File: src/rtl/hdc_pkg.sv
package hdc_pkg;
  typedef enum logic [1:0] {
    FILL_IDLE = 2'd0,
    FILL_ASK  = 2'd1,
    FILL_WAIT = 2'd2
  } fill_state_t;
endpackage

File: src/rtl/xor_index_hash.sv
module xor_index_hash #(
  parameter int BLK_W = 27,
  parameter int IDX_W = 5,
  parameter int HI_W  = BLK_W - IDX_W,
  parameter int SEL_W = $clog2(HI_W + 1)
) (
  input  logic [BLK_W-1:0]       blk,
  input  logic [IDX_W*SEL_W-1:0] cfg,
  output logic [IDX_W-1:0]       idx
);
  for (genvar k = 0; k < IDX_W; k++) begin : g_bit
    logic [SEL_W-1:0] sel;
    logic             extra;
    assign sel = cfg[k*SEL_W +: SEL_W];
    // one-of-HI_W select; the mux depth is fixed, so latency is independent of cfg
    always_comb begin
      extra = 1'b0;
      for (int j = 0; j < HI_W; j++) begin
        if (sel == SEL_W'(j + 1)) extra = blk[IDX_W + j];
      end
    end
    assign idx[k] = blk[k] ^ extra;
  end
endmodule

File: src/rtl/line_store.sv
module line_store #(
  parameter int IDX_W = 5,
  parameter int TAG_W = 22,
  parameter int SETS  = 1 << IDX_W
) (
  input  logic             clk,
  input  logic             rst_n,
  input  logic             flush,
  input  logic [IDX_W-1:0] rd_idx,
  output logic             rd_valid,
  output logic [TAG_W-1:0] rd_tag,
  input  logic             wr_en,
  input  logic [IDX_W-1:0] wr_idx,
  input  logic [TAG_W-1:0] wr_tag
);
  logic [SETS-1:0]  valid_q;
  logic [TAG_W-1:0] tag_q [SETS];

  always_ff @(posedge clk or negedge rst_n) begin
    if (!rst_n) begin
      valid_q <= '0;
    end else if (flush) begin
      valid_q <= '0;
    end else if (wr_en) begin
      valid_q[wr_idx] <= 1'b1;
    end
  end

  always_ff @(posedge clk) begin
    if (wr_en) tag_q[wr_idx] <= wr_tag;
  end

  assign rd_valid = valid_q[rd_idx];
  assign rd_tag   = tag_q[rd_idx];
endmodule

File: src/rtl/refill_fsm.sv
module refill_fsm
  import hdc_pkg::*;
(
  input  logic clk,
  input  logic rst_n,
  input  logic miss_start,
  input  logic mreq_ready,
  input  logic fill_valid,
  output logic busy,
  output logic mreq_valid,
  output logic install
);
  fill_state_t st_q, st_d;

  always_comb begin
    st_d = st_q;
    unique case (st_q)
      FILL_IDLE: if (miss_start) st_d = FILL_ASK;
      FILL_ASK:  if (mreq_ready) st_d = FILL_WAIT;
      FILL_WAIT: if (fill_valid) st_d = FILL_IDLE;
      default:   st_d = FILL_IDLE;
    endcase
  end

  always_ff @(posedge clk or negedge rst_n) begin
    if (!rst_n) st_q <= FILL_IDLE;
    else        st_q <= st_d;
  end

  assign busy       = (st_q != FILL_IDLE);
  assign mreq_valid = (st_q == FILL_ASK);
  assign install    = (st_q == FILL_WAIT) && fill_valid;
endmodule

File: src/rtl/hashed_dm_cache.sv
module hashed_dm_cache #(
  parameter int ADDR_W = 32,
  parameter int OFFS_W = 5,
  parameter int IDX_W  = 5,
  localparam int BLK_W = ADDR_W - OFFS_W,
  localparam int HI_W  = BLK_W - IDX_W,
  localparam int SEL_W = $clog2(HI_W + 1),
  localparam int CFG_W = IDX_W * SEL_W
) (
  input  logic              clk,
  input  logic              rst_n,
  input  logic [CFG_W-1:0]  hash_cfg,
  input  logic              req_valid,
  output logic              req_ready,
  input  logic [ADDR_W-1:0] req_addr,
  output logic              rsp_valid,
  output logic              rsp_hit,
  output logic              mreq_valid,
  input  logic              mreq_ready,
  output logic [BLK_W-1:0]  mreq_addr,
  input  logic              fill_valid
);
  logic [CFG_W-1:0] cfg_q;
  logic             cfg_diff, flush, busy, accept, install;
  logic [BLK_W-1:0] blk, pend_blk_q;
  logic [IDX_W-1:0] idx, pend_idx_q;
  logic             line_valid, hit_now;
  logic [HI_W-1:0]  line_tag;
  logic             unused_offset;

  assign blk           = req_addr[ADDR_W-1:OFFS_W];
  assign unused_offset = ^req_addr[OFFS_W-1:0];

  assign cfg_diff  = (hash_cfg != cfg_q);
  assign flush     = cfg_diff && !busy;
  assign req_ready = !busy && !cfg_diff;
  assign accept    = req_valid && req_ready;

  xor_index_hash #(.BLK_W(BLK_W), .IDX_W(IDX_W), .HI_W(HI_W), .SEL_W(SEL_W)) u_hash (
    .blk(blk), .cfg(hash_cfg), .idx(idx)
  );

  line_store #(.IDX_W(IDX_W), .TAG_W(HI_W)) u_store (
    .clk(clk), .rst_n(rst_n), .flush(flush),
    .rd_idx(idx), .rd_valid(line_valid), .rd_tag(line_tag),
    .wr_en(install), .wr_idx(pend_idx_q), .wr_tag(pend_blk_q[BLK_W-1:IDX_W])
  );

  assign hit_now = line_valid && (line_tag == blk[BLK_W-1:IDX_W]);

  refill_fsm u_fsm (
    .clk(clk), .rst_n(rst_n), .miss_start(accept && !hit_now),
    .mreq_ready(mreq_ready), .fill_valid(fill_valid),
    .busy(busy), .mreq_valid(mreq_valid), .install(install)
  );

  always_ff @(posedge clk or negedge rst_n) begin
    if (!rst_n) begin
      cfg_q      <= '0;
      rsp_valid  <= 1'b0;
      rsp_hit    <= 1'b0;
      pend_blk_q <= '0;
      pend_idx_q <= '0;
    end else begin
      if (flush) cfg_q <= hash_cfg;
      rsp_valid <= accept;
      if (accept) begin
        rsp_hit <= hit_now;
        if (!hit_now) begin
          pend_blk_q <= blk;
          pend_idx_q <= idx;
        end
      end
    end
  end

  assign mreq_addr = pend_blk_q;
endmodule

File: config.mk
export PLATFORM = sky130hd
export DESIGN_NAME = hashed_dm_cache
export DESIGN_NICKNAME = d
export VERILOG_FILES = /design/src/rtl/hdc_pkg.sv /design/src/rtl/xor_index_hash.sv /design/src/rtl/line_store.sv /design/src/rtl/refill_fsm.sv /design/src/rtl/hashed_dm_cache.sv
export SDC_FILE = /design/constraint.sdc
export NUM_CORES = 1
export LEC_CHECK = 0
export ABC_AREA = 1
export BUFFER_PORTS_ARGS = -buffer_cell sky130_fd_sc_hd__buf_2
export CAP_MARGIN = 0
export CORE_MARGIN = 3
export CORE_UTILIZATION = 60
export DETAILED_ROUTE_END_ITERATION = 8
export PLACE_DENSITY_LB_ADDON = 0.15
export SLEW_MARGIN = 40
export SYNTH_ARGS = -nofsm -noshare
export SYNTH_HDL_FRONTEND = slang
export SYNTH_HIERARCHICAL = 1
export SYNTH_SLANG_ARGS = --single-unit
File: constraint.sdc
create_clock -name clk -period 5.51 [get_ports clk]
set_clock_uncertainty 0.15 [all_clocks]
set_input_delay 0.2755 -clock clk [delete_from_list [all_inputs] [get_ports clk]]
set_output_delay 0.2755 -clock clk [all_outputs]
set_load 0.1 [all_outputs]
# Word-level counts from Yosys, hierarchy flattened
# Memories as Yosys holds them, arrays and structs flattened.
# Index checks and enable logic that the tools add are counted.
dict set report word_totals {
  mem_count 1
  in_bits 62
  ramBits 704
  word_cells 272
  out_inout_bits 31
  ff_bits 93
}
dict set report op_classes {
  n_lt_le_gt_ge 3
  reduce_logical 15
  n_mux 122
  n_eq_ne 117
  bitwise 7
}
# name depth word_bits read_ports rd_clocked_by_memory_dff wr line
set memory_table {}
lappend memory_table {u_store.tag_q 32 22 1 0 1 line_store.sv:17} ;# logic [TAG_W-1:0] tag_q [SETS];
# cell count
set ops {}
lappend ops {{5-bit by 4-bit equality test with 1-bit output, second input constant} 40}
lappend ops {{5-bit equality test, second input constant} 35}
lappend ops {{1-bit two-way mux} 114}
lappend ops {{5-bit by 3-bit equality test with 1-bit output, second input constant} 20}
lappend ops {{32-bit two-way mux} 2}
lappend ops {{5-bit by 2-bit equality test with 1-bit output, second input constant} 10}
lappend ops {{32-bit OR} 1}
lappend ops {{5-bit by 1-bit equality test with 1-bit output, second input constant} 5}
lappend ops {{25-bit != test} 1}
lappend ops {{22-bit equality test} 1}
lappend ops {{5-bit by 6-bit < comparator with 1-bit output, second input constant} 2}
lappend ops {{1-bit logical AND} 7}
lappend ops {{2-bit two-way mux} 3}
lappend ops {{2-bit case mux with 3 select lines} 1}
lappend ops {{1-bit binary-select mux with 5-bit select} 1}
lappend ops {{1-bit demux with 5-bit select} 1}
lappend ops {{5-bit by 1-bit >= comparator with 1-bit output, second input constant} 1}
lappend ops {{1-bit bitwise XOR} 5}
lappend ops {{2-bit by 1-bit != test with 1-bit output, second input constant} 2}
lappend ops {{2-bit nonzero test} 2}
lappend ops {{1-bit zero test} 3}
lappend ops {{3-bit AND reduction} 1}
lappend ops {{2-bit by 1-bit equality test with 1-bit output, second input constant} 1}
lappend ops {{2-bit equality test, second input constant} 1}
lappend ops {{4 further kinds} 4}

# Logic depth before layout (Yosys ltp)
# Gate-level depths: netlist of run 1.
dict set report depth {
  depth_word 31
  mapped_depth 44
  ltp_nobuf 40
}

# Hierarchy
# The synthesis of run 1 kept the hierarchy.
# mod cells_per_inst n_inst area_per_inst_um2 seq_area_each_um2
set by_module_without_submodules {}
lappend by_module_without_submodules {line_store 2619 1 30157.7 21941.0}
lappend by_module_without_submodules {hashed_dm_cache 539 1 3515.9 1476.4}
lappend by_module_without_submodules {xor_index_hash 389 1 1780.5 0.0}
lappend by_module_without_submodules {refill_fsm 17 1 110.1 50.0}

# Least setup slack after synthesis of run 1
# OpenSTA, ideal clock, no wires.
dict set report synth_path {
  kind {in2reg}
  startpoint {in hash_cfg[10]}
  endpoint {reg u_fsm.st_q[0]}
  n_path_buf 4
  setup_ps 117
  path_slack_ps 1906
  arrival_ps 3337
  path_stages 41
  required_time_ps 5243
  path_cell_list {buf_4 -> inv_2 -> nor2_2 -> nand2_1 -> nor2_1 -> nor2_1 -> nand2_1 -> nand3b_1 -> nand2_1 -> nand4_1 -> nand2_1 -> nand4_1 -> nand2_1 -> nand2_1 -> nand2_1 -> nand3_1 -> nand2_1 -> nand2_1 -> [... 5 more ...] -> nand3_1 -> nand2_1 -> nand2_1 -> nand2_1 -> nand2_1 -> nand2_1 -> inv_1 -> nand2_1 -> nand2_1 -> nor2_1 -> nand2_1 -> nor2_1 -> nand3_1 -> nand4_2 -> buf_2 -> inv_1 -> nand2_1 -> nand2_1}
}
dict set report synth_via {
  elab_chain_cells 31
  elab_cells_between_ends 58
  cone_classes {25 x eq/ne; 24 x mux; 1 x bitwise; 7 x reduce/logical; 1 x memory}
}
# element line
set synth_rtl {}
lappend synth_rtl {{start, declared} hashed_dm_cache.sv:12} ;# input logic [CFG_W-1:0] hash_cfg,
lappend synth_rtl {{5-bit by 1-bit equality test with 1-bit output} xor_index_hash.sv:19} ;# if (sel == SEL_W'(j + 1)) extra = blk[IDX_W + j];
lappend synth_rtl {{1-bit two-way mux (21 in series)} xor_index_hash.sv:19}
lappend synth_rtl {{1-bit two-way mux *} xor_index_hash.sv:19}
lappend synth_rtl {{1-bit bitwise XOR *} xor_index_hash.sv:22} ;# assign idx[k] = blk[k] ^ extra;
lappend synth_rtl {{named net idx[2]} hashed_dm_cache.sv:26} ;# logic [IDX_W-1:0] idx, pend_idx_q;
lappend synth_rtl {{memory read 32 x 22 bit *} --}
lappend synth_rtl {{named net line_tag[11]} hashed_dm_cache.sv:28} ;# logic [HI_W-1:0] line_tag;
lappend synth_rtl {{22-bit equality test *} hashed_dm_cache.sv:49} ;# assign hit_now = line_valid && (line_tag == blk[BLK_W-1:IDX_W]);
lappend synth_rtl {{1-bit logical AND *} hashed_dm_cache.sv:49}
lappend synth_rtl {{1-bit zero test *} --}
lappend synth_rtl {{1-bit logical AND *} hashed_dm_cache.sv:52} ;# .clk(clk), .rst_n(rst_n), .miss_start(accept && !hit_now),
lappend synth_rtl {{2-bit by 1-bit != test with 1-bit output (no source line) *} --}
lappend synth_rtl {{3-bit AND reduction (no source line) *} --}
lappend synth_rtl {{end signal, assigned} refill_fsm.sv:27} ;# else st_q <= st_d;
lappend synth_rtl {{end, declared} refill_fsm.sv:13} ;# fill_state_t st_q, st_d;
# Mark *: on every way through the listed nets, which the timed path passes. The rest lies on a longest branch. The select of a mux whose other input is x is not followed.
# A chain may end at the register's enable or synchronous reset.

# Final worst setup path of run 1
dict set report layout_path {
  startpoint {in hash_cfg[12]}
  endpoint {reg pend_blk_q[15] (netlist: mreq_addr[15])}
}
dict set report layout_via {
  elab_chain_cells 29
  elab_cells_between_ends 56
  cone_classes {24 x eq/ne; 24 x mux; 2 x bitwise; 5 x reduce/logical; 1 x memory}
}
# element line
set layout_rtl {}
lappend layout_rtl {{5-bit by 1-bit equality test with 1-bit output} xor_index_hash.sv:19}
lappend layout_rtl {{1-bit two-way mux (21 in series)} xor_index_hash.sv:19}
lappend layout_rtl {{1-bit two-way mux *} xor_index_hash.sv:19}
lappend layout_rtl {{1-bit bitwise XOR *} xor_index_hash.sv:22}
lappend layout_rtl {{named net idx[2]} hashed_dm_cache.sv:26}
lappend layout_rtl {{memory read 32 x 22 bit *} --}
lappend layout_rtl {{named net line_tag[11]} hashed_dm_cache.sv:28}
lappend layout_rtl {{22-bit equality test *} hashed_dm_cache.sv:49}
lappend layout_rtl {{1-bit logical AND *} hashed_dm_cache.sv:49}
lappend layout_rtl {{1-bit NOT (no source line) *} --}
lappend layout_rtl {{2-bit AND reduction (no source line) *} --}
lappend layout_rtl {{end signal, assigned} hashed_dm_cache.sv:70} ;# pend_blk_q <= blk;
lappend layout_rtl {{end, declared} hashed_dm_cache.sv:25} ;# logic [BLK_W-1:0] blk, pend_blk_q;
# Marks and branches as above.

==> flow_results.xml, run 1 <==
<?xml version="1.0" encoding="UTF-8"?>
<metrics>
  <group name="grt">
    <metric name="antenna_violations_before_repair" unit="">2</metric>
    <metric name="grt.total_usage" unit="%">31.7</metric>
    <metric name="grt_pass1_wl" unit="mm">151</metric>
    <metric name="grt.overflow.total" unit="">0</metric>
    <metric name="first_global_vias" unit="">25832</metric>
    <metric name="grt_start_max_net_pins" unit="">114</metric>
  </group>
  <group name="cells_and_area">
    <metric name="seqCellArea" unit="mm2">0.0235</metric>
    <metric name="area.growth.synth_to_final" unit="%">12.2</metric>
    <metric name="most_frequent_standard_cell_in_the_layout_excluding_fill_and_tap_cells" unit="">sky130_fd_sc_hd__nand2_1</metric>
    <metric name="multi_input_combinational_cell_area" unit="mm2">0.0103</metric>
    <metric name="finish.net_count" unit="">3759</metric>
    <metric name="post_route_cells_drive_above_1_share" unit="%">9.48</metric>
    <metric name="fillerInstances" unit="">4231</metric>
    <metric name="most-common-layout-cells" unit="">sky130_fd_sc_hd__nand2_1, sky130_fd_sc_hd__edfxtp_1, sky130_fd_sc_hd__nand3_1</metric>
    <metric name="finalNonFillerCells" unit="">4531</metric>
  </group>
  <group name="timing">
    <metric name="minimum_clock_period" unit="ns">5.09</metric>
    <metric name="remaining_max_slew_budget_at_the_tightest_pin" unit="%">45.8</metric>
    <metric name="hold_viol_final" unit="">0</metric>
    <metric name="clock.fmax" unit="MHz">196</metric>
    <metric name="layout_worst_path_cycle_share" unit="%">92.4</metric>
    <metric name="final_critical_path_setup_slack" unit="ns">0.417</metric>
    <metric name="rsz0062_at_grt" unit="">no</metric>
    <metric name="final_max_slew_viol_count" unit="">0</metric>
    <metric name="fin_tns_setup" unit="ns">0</metric>
    <metric name="tightestPinTransition" unit="ns">0.808</metric>
    <metric name="finalSetupViolCount" unit="">0</metric>
  </group>
  <group name="cts">
    <metric name="post_cts_buffers" unit="">0</metric>
    <metric name="worstSkewPairLatency" unit="ns">0.63</metric>
    <metric name="cts.root.buffer_cell" unit="">sky130_fd_sc_hd__clkbuf_16</metric>
    <metric name="cts_buffer_depth" unit="">3</metric>
    <metric name="clock_sink_total" unit="">797</metric>
    <metric name="ctsHtreeMaxLevel" unit="">3</metric>
    <metric name="cts_tree" unit="">done</metric>
    <metric name="clk_pin_slew_worst_paths" unit="ns">0.06</metric>
    <metric name="cts_bufs_inserted" unit="">80</metric>
  </group>
  <group name="floorplan">
    <metric name="fp.dieW" unit="um">249</metric>
    <metric name="floorplan.core_area" unit="mm2">0.0581</metric>
    <metric name="die_y" unit="um">249</metric>
    <metric name="starting_density" unit="%">61.2</metric>
    <metric name="rows" unit="">88</metric>
    <metric name="floorplan.io_pins" unit="">93</metric>
    <metric name="die_area" unit="mm2">0.0622</metric>
  </group>
  <group name="drt">
    <metric name="drt.antenna.violating_nets" unit="">0</metric>
    <metric name="drt_iter0_markers" unit="">3004</metric>
    <metric name="postRouteWirelength" unit="mm">99.5</metric>
    <metric name="route.detailed.wl_per_inst" unit="um">22.0</metric>
    <metric name="routed-via-count" unit="">27006</metric>
    <metric name="dr_drc_count" unit="">0</metric>
    <metric name="via_cell_ratio" unit="">5.96</metric>
    <metric name="drt_pre_antenna_iters" unit="">8</metric>
  </group>
  <group name="critical_path">
    <metric name="critical-path-slowest-cell" unit="">sky130_fd_sc_hd__dlygate4sd3_1</metric>
    <metric name="timing.critical_path.mode_cell" unit="">sky130_fd_sc_hd__nand2_1</metric>
    <metric name="timing.critical_path.slowest_cell_delay" unit="ns">0.52</metric>
    <metric name="buf_inv_on_cp" unit="">7</metric>
    <metric name="critical_path_class" unit="">input port to flip-flop</metric>
    <metric name="worst_ep_required_time" unit="ns">5.92</metric>
    <metric name="timing.critical_path.from_type" unit="">input port</metric>
    <metric name="crit_family" unit="">simple AND/OR/NAND/NOR gates</metric>
    <metric name="critical_path_peak_fanout" unit="">27</metric>
    <metric name="worstPathArrival" unit="ns">5.50</metric>
    <metric name="crit_path_end_kind" unit="">flip-flop</metric>
  </group>
  <group name="synth">
    <metric name="yosys_warnings" unit="">6</metric>
    <metric name="post_synthesis_mean_instance_area" unit="um2">9.98</metric>
    <metric name="yosysSeqAreaShare" unit="%">66.0</metric>
    <metric name="dominantRegCellSynth" unit="">sky130_fd_sc_hd__edfxtp_1</metric>
    <metric name="synth_area" unit="mm2">0.0356</metric>
    <metric name="synth_nets" unit="">3626</metric>
    <metric name="yosys_register_bits" unit="">797</metric>
    <metric name="yosysUniqueCellTypes" unit="">37</metric>
    <metric name="asyncSetResetFlopFracSynth" unit="%">11.7</metric>
    <metric name="synth_edf_count" unit="">704</metric>
    <metric name="synth_cells" unit="">3564</metric>
  </group>
  <group name="placed_design">
    <metric name="dp_hpwl" unit="mm">56.8</metric>
    <metric name="gp_weighted_congestion" unit="">0.901</metric>
    <metric name="dp.cells" unit="">4326</metric>
    <metric name="pre_cts_slack" unit="ns">0.366</metric>
    <metric name="io_buffer_count" unit="">87</metric>
  </group>
  <group name="power">
    <metric name="power.net_switching" unit="uW">3750</metric>
    <metric name="power.sequential.fraction" unit="%">47.3</metric>
    <metric name="p_sw_share" unit="%">27.3</metric>
    <metric name="p_leak" unit="uW">0.0167</metric>
    <metric name="pwr_density_cell" unit="mW/mm2">344</metric>
    <metric name="proportion_of_power_drawn_by_the_clock_network" unit="%">37.4</metric>
    <metric name="power.internal" unit="uW">9990</metric>
    <metric name="irDropWorstVdd" unit="mV">0.291</metric>
    <metric name="combinationalPowerShare" unit="%">15.3</metric>
  </group>
  <group name="job">
    <metric name="drv.max_cap_violation_count" unit="">0</metric>
  </group>
  <group name="run_status">
    <metric name="outcome" unit="">finished, final reports clean</metric>
  </group>
  <group name="min_path">
    <metric name="hold_class" unit="">input port to async pin</metric>
  </group>
</metrics>
-- worst paths after layout --
path	start	to	slack (ns)	cells after the start
max	hash_cfg[12]	mreq_addr[15]	0.42	40
max in group asynchronous	rst_n	mreq_addr[15]	3.92	3
min	rst_n	mreq_addr[25]	0.08	2
min in group clk	req_addr[12]	mreq_addr[7]	0.08	4
max reg2reg	u_fsm/st_q[0]	u_store/tag_q[23][10]	1.91	8
min reg2reg	mreq_addr[1]	mreq_addr[1]	0.33	2
-- metrics by stage --
step           area, um2  util (%)  hold slack (ns)  power (uW)
2_1_floorplan      35600         -           -0.170        8040
3_3_place_gp       36800      63.3            0.162        8600
3_5_place_dp       36800      63.4            0.184        8640
4_1_cts            39800      68.5           0.0363       13800
5_1_grt            39900      68.6           0.0347       14200
6_report           39900      68.6           0.0775       13700
-- registers in the layout, indices dropped and copies added (netlist names) --
name             flops
u_store/tag_q      704
u_store/valid_q     32
u_fsm/st_q           2
mreq_addr           27
cfg_q               25
rsp_hit              1
pend_idx_q           5
rsp_valid            1
-- power by group through the flow --
stage	clock network (uW)	logic, uW	registers [uW]
4_1_cts	5200	2050	6500
3_3_place_gp	0	1970	6620
5_1_grt	5450	2300	6500
6_report	5140	2100	6500
2_1_floorplan	0	1410	6620
3_5_place_dp	0	2020	6620
-- metal layers --
| metal | share of wire, % | vias up | GRT usage (%) | wire [um] |
|---|---|---|---|---|
| li1 | - | 12277 | - | - |
| met1 | 39 | 12912 | 43.0 | 38500 |
| met2 | 47 | 1505 | 50.2 | 46400 |
| met3 | 10 | 312 | 5.79 | 9950 |
| met4 | 4.6 | 0 | 14.7 | 4620 |
| met5 | 0 | - | 0 | 0 |
-- Yosys cell counts (6+ instances only) --
cell	count	share of area (%)
sky130_fd_sc_hd__buf_6	39	1.2
sky130_fd_sc_hd__nand3_1	603	8.5
sky130_fd_sc_hd__inv_1	187	2.0
sky130_fd_sc_hd__buf_2	78	1.1
sky130_fd_sc_hd__nor4_1	6	0.11
sky130_fd_sc_hd__nor2_2	12	0.21
sky130_fd_sc_hd__dfrtp_1	93	6.5
sky130_fd_sc_hd__nand2_1	1429	15
sky130_fd_sc_hd__o21ai_0	24	0.34
sky130_fd_sc_hd__clkbuf_1	22	0.23
sky130_fd_sc_hd__nand4_1	73	1.3
sky130_fd_sc_hd__nor2_1	186	2.0
sky130_fd_sc_hd__nor3_1	15	0.21
sky130_fd_sc_hd__inv_2	9	0.095
sky130_fd_sc_hd__buf_4	28	0.59
sky130_fd_sc_hd__edfxtp_1	704	59
sky130_fd_sc_hd__buf_1	13	0.14
-- what timing repair did --
| item | 4_1_cts | 5_1_grt |
|---|---|---|
| endpoints found under the hold margin | 95 | 0 |
| gates resized for setup | 0 | 2 |
| endpoints found under the setup margin | 0 | 27 |
| hold buffers | 53 | 0 |
-- cells by family (layout without fill, tap and decap cells) --
| kind of cell | Yosys count | in the layout | share of synthesized area, % |
|---|---|---|---|
| XOR/XNOR | 3 | 3 | 0.0739 |
| other | 0 | 2 | 0 |
| buffers and inverters | 379 | 579 | 5.42 |
| AND/OR/NAND/NOR | 2336 | 2336 | 27.6 |
| flip-flops | 797 | 797 | 66.0 |
| AO/OA/AOI/OAI | 49 | 49 | 0.883 |
-- final cells by class --
type                       instances  share of cell area, %
sequential                       797                   58.8
multi-input combinational       2388                   25.7
clock buffer                     119                   5.72
timing repair buffer             232                   4.89
tap                              765                   2.40
inverter                         198                   1.91
clock inverter                    30                  0.496
antenna                            2                 0.0125
Note: power is estimated with default switching activity, not from simulation.
==> inputs of run 2 (changes only) <==
==> constraint.sdc (replaced) <==
create_clock -name clk -period 4.9 [get_ports clk]
set_clock_uncertainty 0.15 [all_clocks]
set_input_delay 0.245 -clock clk [delete_from_list [all_inputs] [get_ports clk]]
set_output_delay 0.245 -clock clk [all_outputs]
set_load 0.1 [all_outputs]
==> flow_results.xml, run 2 (synthesized netlist as in run 1, its figures left out) <==
<?xml version="1.0" encoding="UTF-8"?>
<metrics>
  <group name="timing">
    <metric name="final_max_slew_viol_count" unit="">0</metric>
    <metric name="finalSetupViolCount" unit="">0</metric>
    <metric name="layout_worst_path_cycle_share" unit="%">93.5</metric>
    <metric name="tightestPinTransition" unit="ns">0.866</metric>
    <metric name="final_critical_path_setup_slack" unit="ns">0.320</metric>
    <metric name="hold_viol_final" unit="">0</metric>
    <metric name="minimum_clock_period" unit="ns">4.58</metric>
    <metric name="fin_tns_setup" unit="ns">0</metric>
    <metric name="remaining_max_slew_budget_at_the_tightest_pin" unit="%">42.2</metric>
    <metric name="clock.fmax" unit="MHz">218</metric>
  </group>
  <group name="cells_and_area">
    <metric name="most_frequent_standard_cell_in_the_layout_excluding_fill_and_tap_cells" unit="">sky130_fd_sc_hd__nand2_1</metric>
    <metric name="most-common-layout-cells" unit="">sky130_fd_sc_hd__nand2_1, sky130_fd_sc_hd__edfxtp_1, sky130_fd_sc_hd__nand3_1</metric>
    <metric name="post_route_cells_drive_above_1_share" unit="%">11.1</metric>
    <metric name="registers.top_by_ff_count" unit="">u_store/tag_q</metric>
    <metric name="number_of_flip_flops_in_the_largest_register" unit="">704</metric>
    <metric name="finalNonFillerCells" unit="">4584</metric>
    <metric name="finish.utilization" unit="%">70.0</metric>
    <metric name="fillerInstances" unit="">4121</metric>
    <metric name="multi_input_combinational_cell_area" unit="mm2">0.0104</metric>
    <metric name="seqCellArea" unit="mm2">0.0235</metric>
    <metric name="area.growth.synth_to_final" unit="%">14.4</metric>
    <metric name="finish.net_count" unit="">3815</metric>
  </group>
  <group name="power">
    <metric name="power.sequential.fraction" unit="%">46.7</metric>
    <metric name="power.net_switching" unit="uW">4270</metric>
    <metric name="power.internal" unit="uW">11400</metric>
    <metric name="p_leak" unit="uW">0.0171</metric>
    <metric name="irDropWorstVdd" unit="mV">0.291</metric>
    <metric name="proportion_of_power_drawn_by_the_clock_network" unit="%">36.5</metric>
    <metric name="p_sw_share" unit="%">27.3</metric>
    <metric name="pwr_density_cell" unit="mW/mm2">384</metric>
    <metric name="combinationalPowerShare" unit="%">16.7</metric>
  </group>
  <group name="cts">
    <metric name="clk_pin_slew_worst_paths" unit="ns">0.06</metric>
    <metric name="cts.root.buffer_cell" unit="">sky130_fd_sc_hd__clkbuf_16</metric>
    <metric name="cts_buffer_depth" unit="">3</metric>
    <metric name="worstSkewPairLatency" unit="ns">0.63</metric>
    <metric name="ctsHtreeMaxLevel" unit="">3</metric>
    <metric name="clock_sink_total" unit="">797</metric>
    <metric name="cts_bufs_inserted" unit="">79</metric>
    <metric name="cts_tree" unit="">done</metric>
  </group>
  <group name="floorplan">
    <metric name="die_y" unit="um">249</metric>
    <metric name="starting_density" unit="%">61.2</metric>
    <metric name="fp.dieW" unit="um">249</metric>
    <metric name="floorplan.io_pins" unit="">93</metric>
    <metric name="die_area" unit="mm2">0.0622</metric>
    <metric name="rows" unit="">88</metric>
    <metric name="floorplan.core_area" unit="mm2">0.0581</metric>
  </group>
  <group name="critical_path">
    <metric name="critical_path_class" unit="">input port to flip-flop</metric>
    <metric name="timing.critical_path.mode_cell" unit="">sky130_fd_sc_hd__nand2_1</metric>
    <metric name="critical-path-slowest-cell" unit="">sky130_fd_sc_hd__dlygate4sd3_1</metric>
    <metric name="timing.critical_path.from_type" unit="">input port</metric>
    <metric name="worst_ep_required_time" unit="ns">5.27</metric>
    <metric name="critical_path_peak_fanout" unit="">38</metric>
    <metric name="worstPathArrival" unit="ns">4.95</metric>
    <metric name="crit_path_end_kind" unit="">flip-flop</metric>
    <metric name="timing.critical_path.slowest_cell_delay" unit="ns">0.56</metric>
  </group>
  <group name="run_status">
    <metric name="outcome" unit="">finished, final reports clean</metric>
  </group>
  <group name="grt">
    <metric name="grt-busiest-layer" unit="">met2</metric>
    <metric name="grt.overflow.total" unit="">0</metric>
    <metric name="antenna_violations_before_repair" unit="">0</metric>
    <metric name="groute.layer.met1.usage" unit="%">43.7</metric>
    <metric name="grt_pass1_wl" unit="mm">152</metric>
    <metric name="grt_start_max_net_pins" unit="">101</metric>
    <metric name="met3_layer_usage_reported_by_global_route" unit="%">5.31</metric>
    <metric name="grt.total_usage" unit="%">32.0</metric>
    <metric name="globalRouteMet2Util" unit="%">52.2</metric>
    <metric name="first_global_vias" unit="">25996</metric>
  </group>
  <group name="min_path">
    <metric name="hold_class" unit="">input port to flip-flop</metric>
  </group>
  <group name="drt">
    <metric name="dr_drc_count" unit="">0</metric>
    <metric name="drt_iter0_markers" unit="">3603</metric>
    <metric name="routed-via-count" unit="">27235</metric>
    <metric name="via_cell_ratio" unit="">5.94</metric>
    <metric name="postRouteWirelength" unit="mm">102</metric>
    <metric name="drt_pre_antenna_iters" unit="">8</metric>
    <metric name="drt.antenna.violating_nets" unit="">0</metric>
    <metric name="route.detailed.wl_per_inst" unit="um">22.3</metric>
  </group>
  <group name="job">
    <metric name="drv.max_cap_violation_count" unit="">0</metric>
  </group>
  <group name="placed_design">
    <metric name="io_buffer_count" unit="">87</metric>
    <metric name="gp_weighted_congestion" unit="">0.933</metric>
    <metric name="dp.cells" unit="">4364</metric>
    <metric name="pre_cts_slack" unit="ns">0.109</metric>
    <metric name="dp_hpwl" unit="mm">59.7</metric>
  </group>
</metrics>
## run 2: changes by cell type in the layout (fill, tap and decap cells not counted), moves of 8 or more
| cell | change |
|---|---|
| sky130_fd_sc_hd__nand2_1 | -12 |
| sky130_fd_sc_hd__nand2_2 | +11 |
| sky130_fd_sc_hd__clkbuf_1 | -8 |
| sky130_fd_sc_hd__clkinv_1 | +9 |
| sky130_fd_sc_hd__buf_4 | +31 |
## run 2: layout make-up
cell class              count  share of cell area (%)
flip-flops and latches    797                    57.7
clock buffers             103                    5.21
diodes                      3                  0.0184
multi-input cells        2389                    25.4
well taps                 765                    2.35
repair inverters            1                  0.0277
clock inverters            41                   0.707
repair buffers            287                    6.68
inverters                 198                    1.91
## run 2: through the flow
step,hold WS [ns],area (um2),power (uW)
after floorplan,-0.201,35600,9040
after global placement,0.125,37200,9770
after detailed placement,0.135,37300,9810
after CTS,0.00699,40200,15500
after global routing,0.00665,40700,16200
final,0.0119,40700,15600
## run 2: critical path: cells and delay by family
family	cells	cell delay (ns)
buf+inv	7	1.48
simple gates	33	3.14
## run 2: what timing repair did
action	4_1_cts	5_1_grt
endpoints found under the setup margin	0	34
endpoints found under the hold margin	95	0
setup buffers	0	10
resized for setup	0	52
hold buffers	53	0
## run 2: worst paths after layout
path                                    start                    to  slack (ns)  cells past startpoint
worst min register to register   mreq_addr[2]          mreq_addr[2]        0.35                      2
worst min-delay path             req_addr[14]          mreq_addr[9]        0.01                      4
worst max register to register  u_fsm/st_q[0]  u_store/tag_q[23][1]        1.24                      8
min in group asynchronous               rst_n         mreq_addr[25]        0.02                      2
max in group asynchronous               rst_n         mreq_addr[17]        3.38                      3
worst max-delay path             hash_cfg[11]         u_fsm/st_q[0]        0.32                     40
## run 2: power by group through the flow
stage,sequential (uW),clock (uW),combinational [uW]
after floorplan,7450,0,1590
after global placement,7450,0,2320
after detailed placement,7450,0,2360
after CTS,7310,5780,2410
after global routing,7300,6080,2840
final,7310,5710,2610
## run 2: layer usage
| metal | wire, um | share of wire [%] |
|---|---|---|
| met3 | 10500 | 10 |
| met2 | 48400 | 47 |
| met4 | 3850 | 3.8 |
| met5 | 0 | 0 |
| met1 | 39500 | 39 |
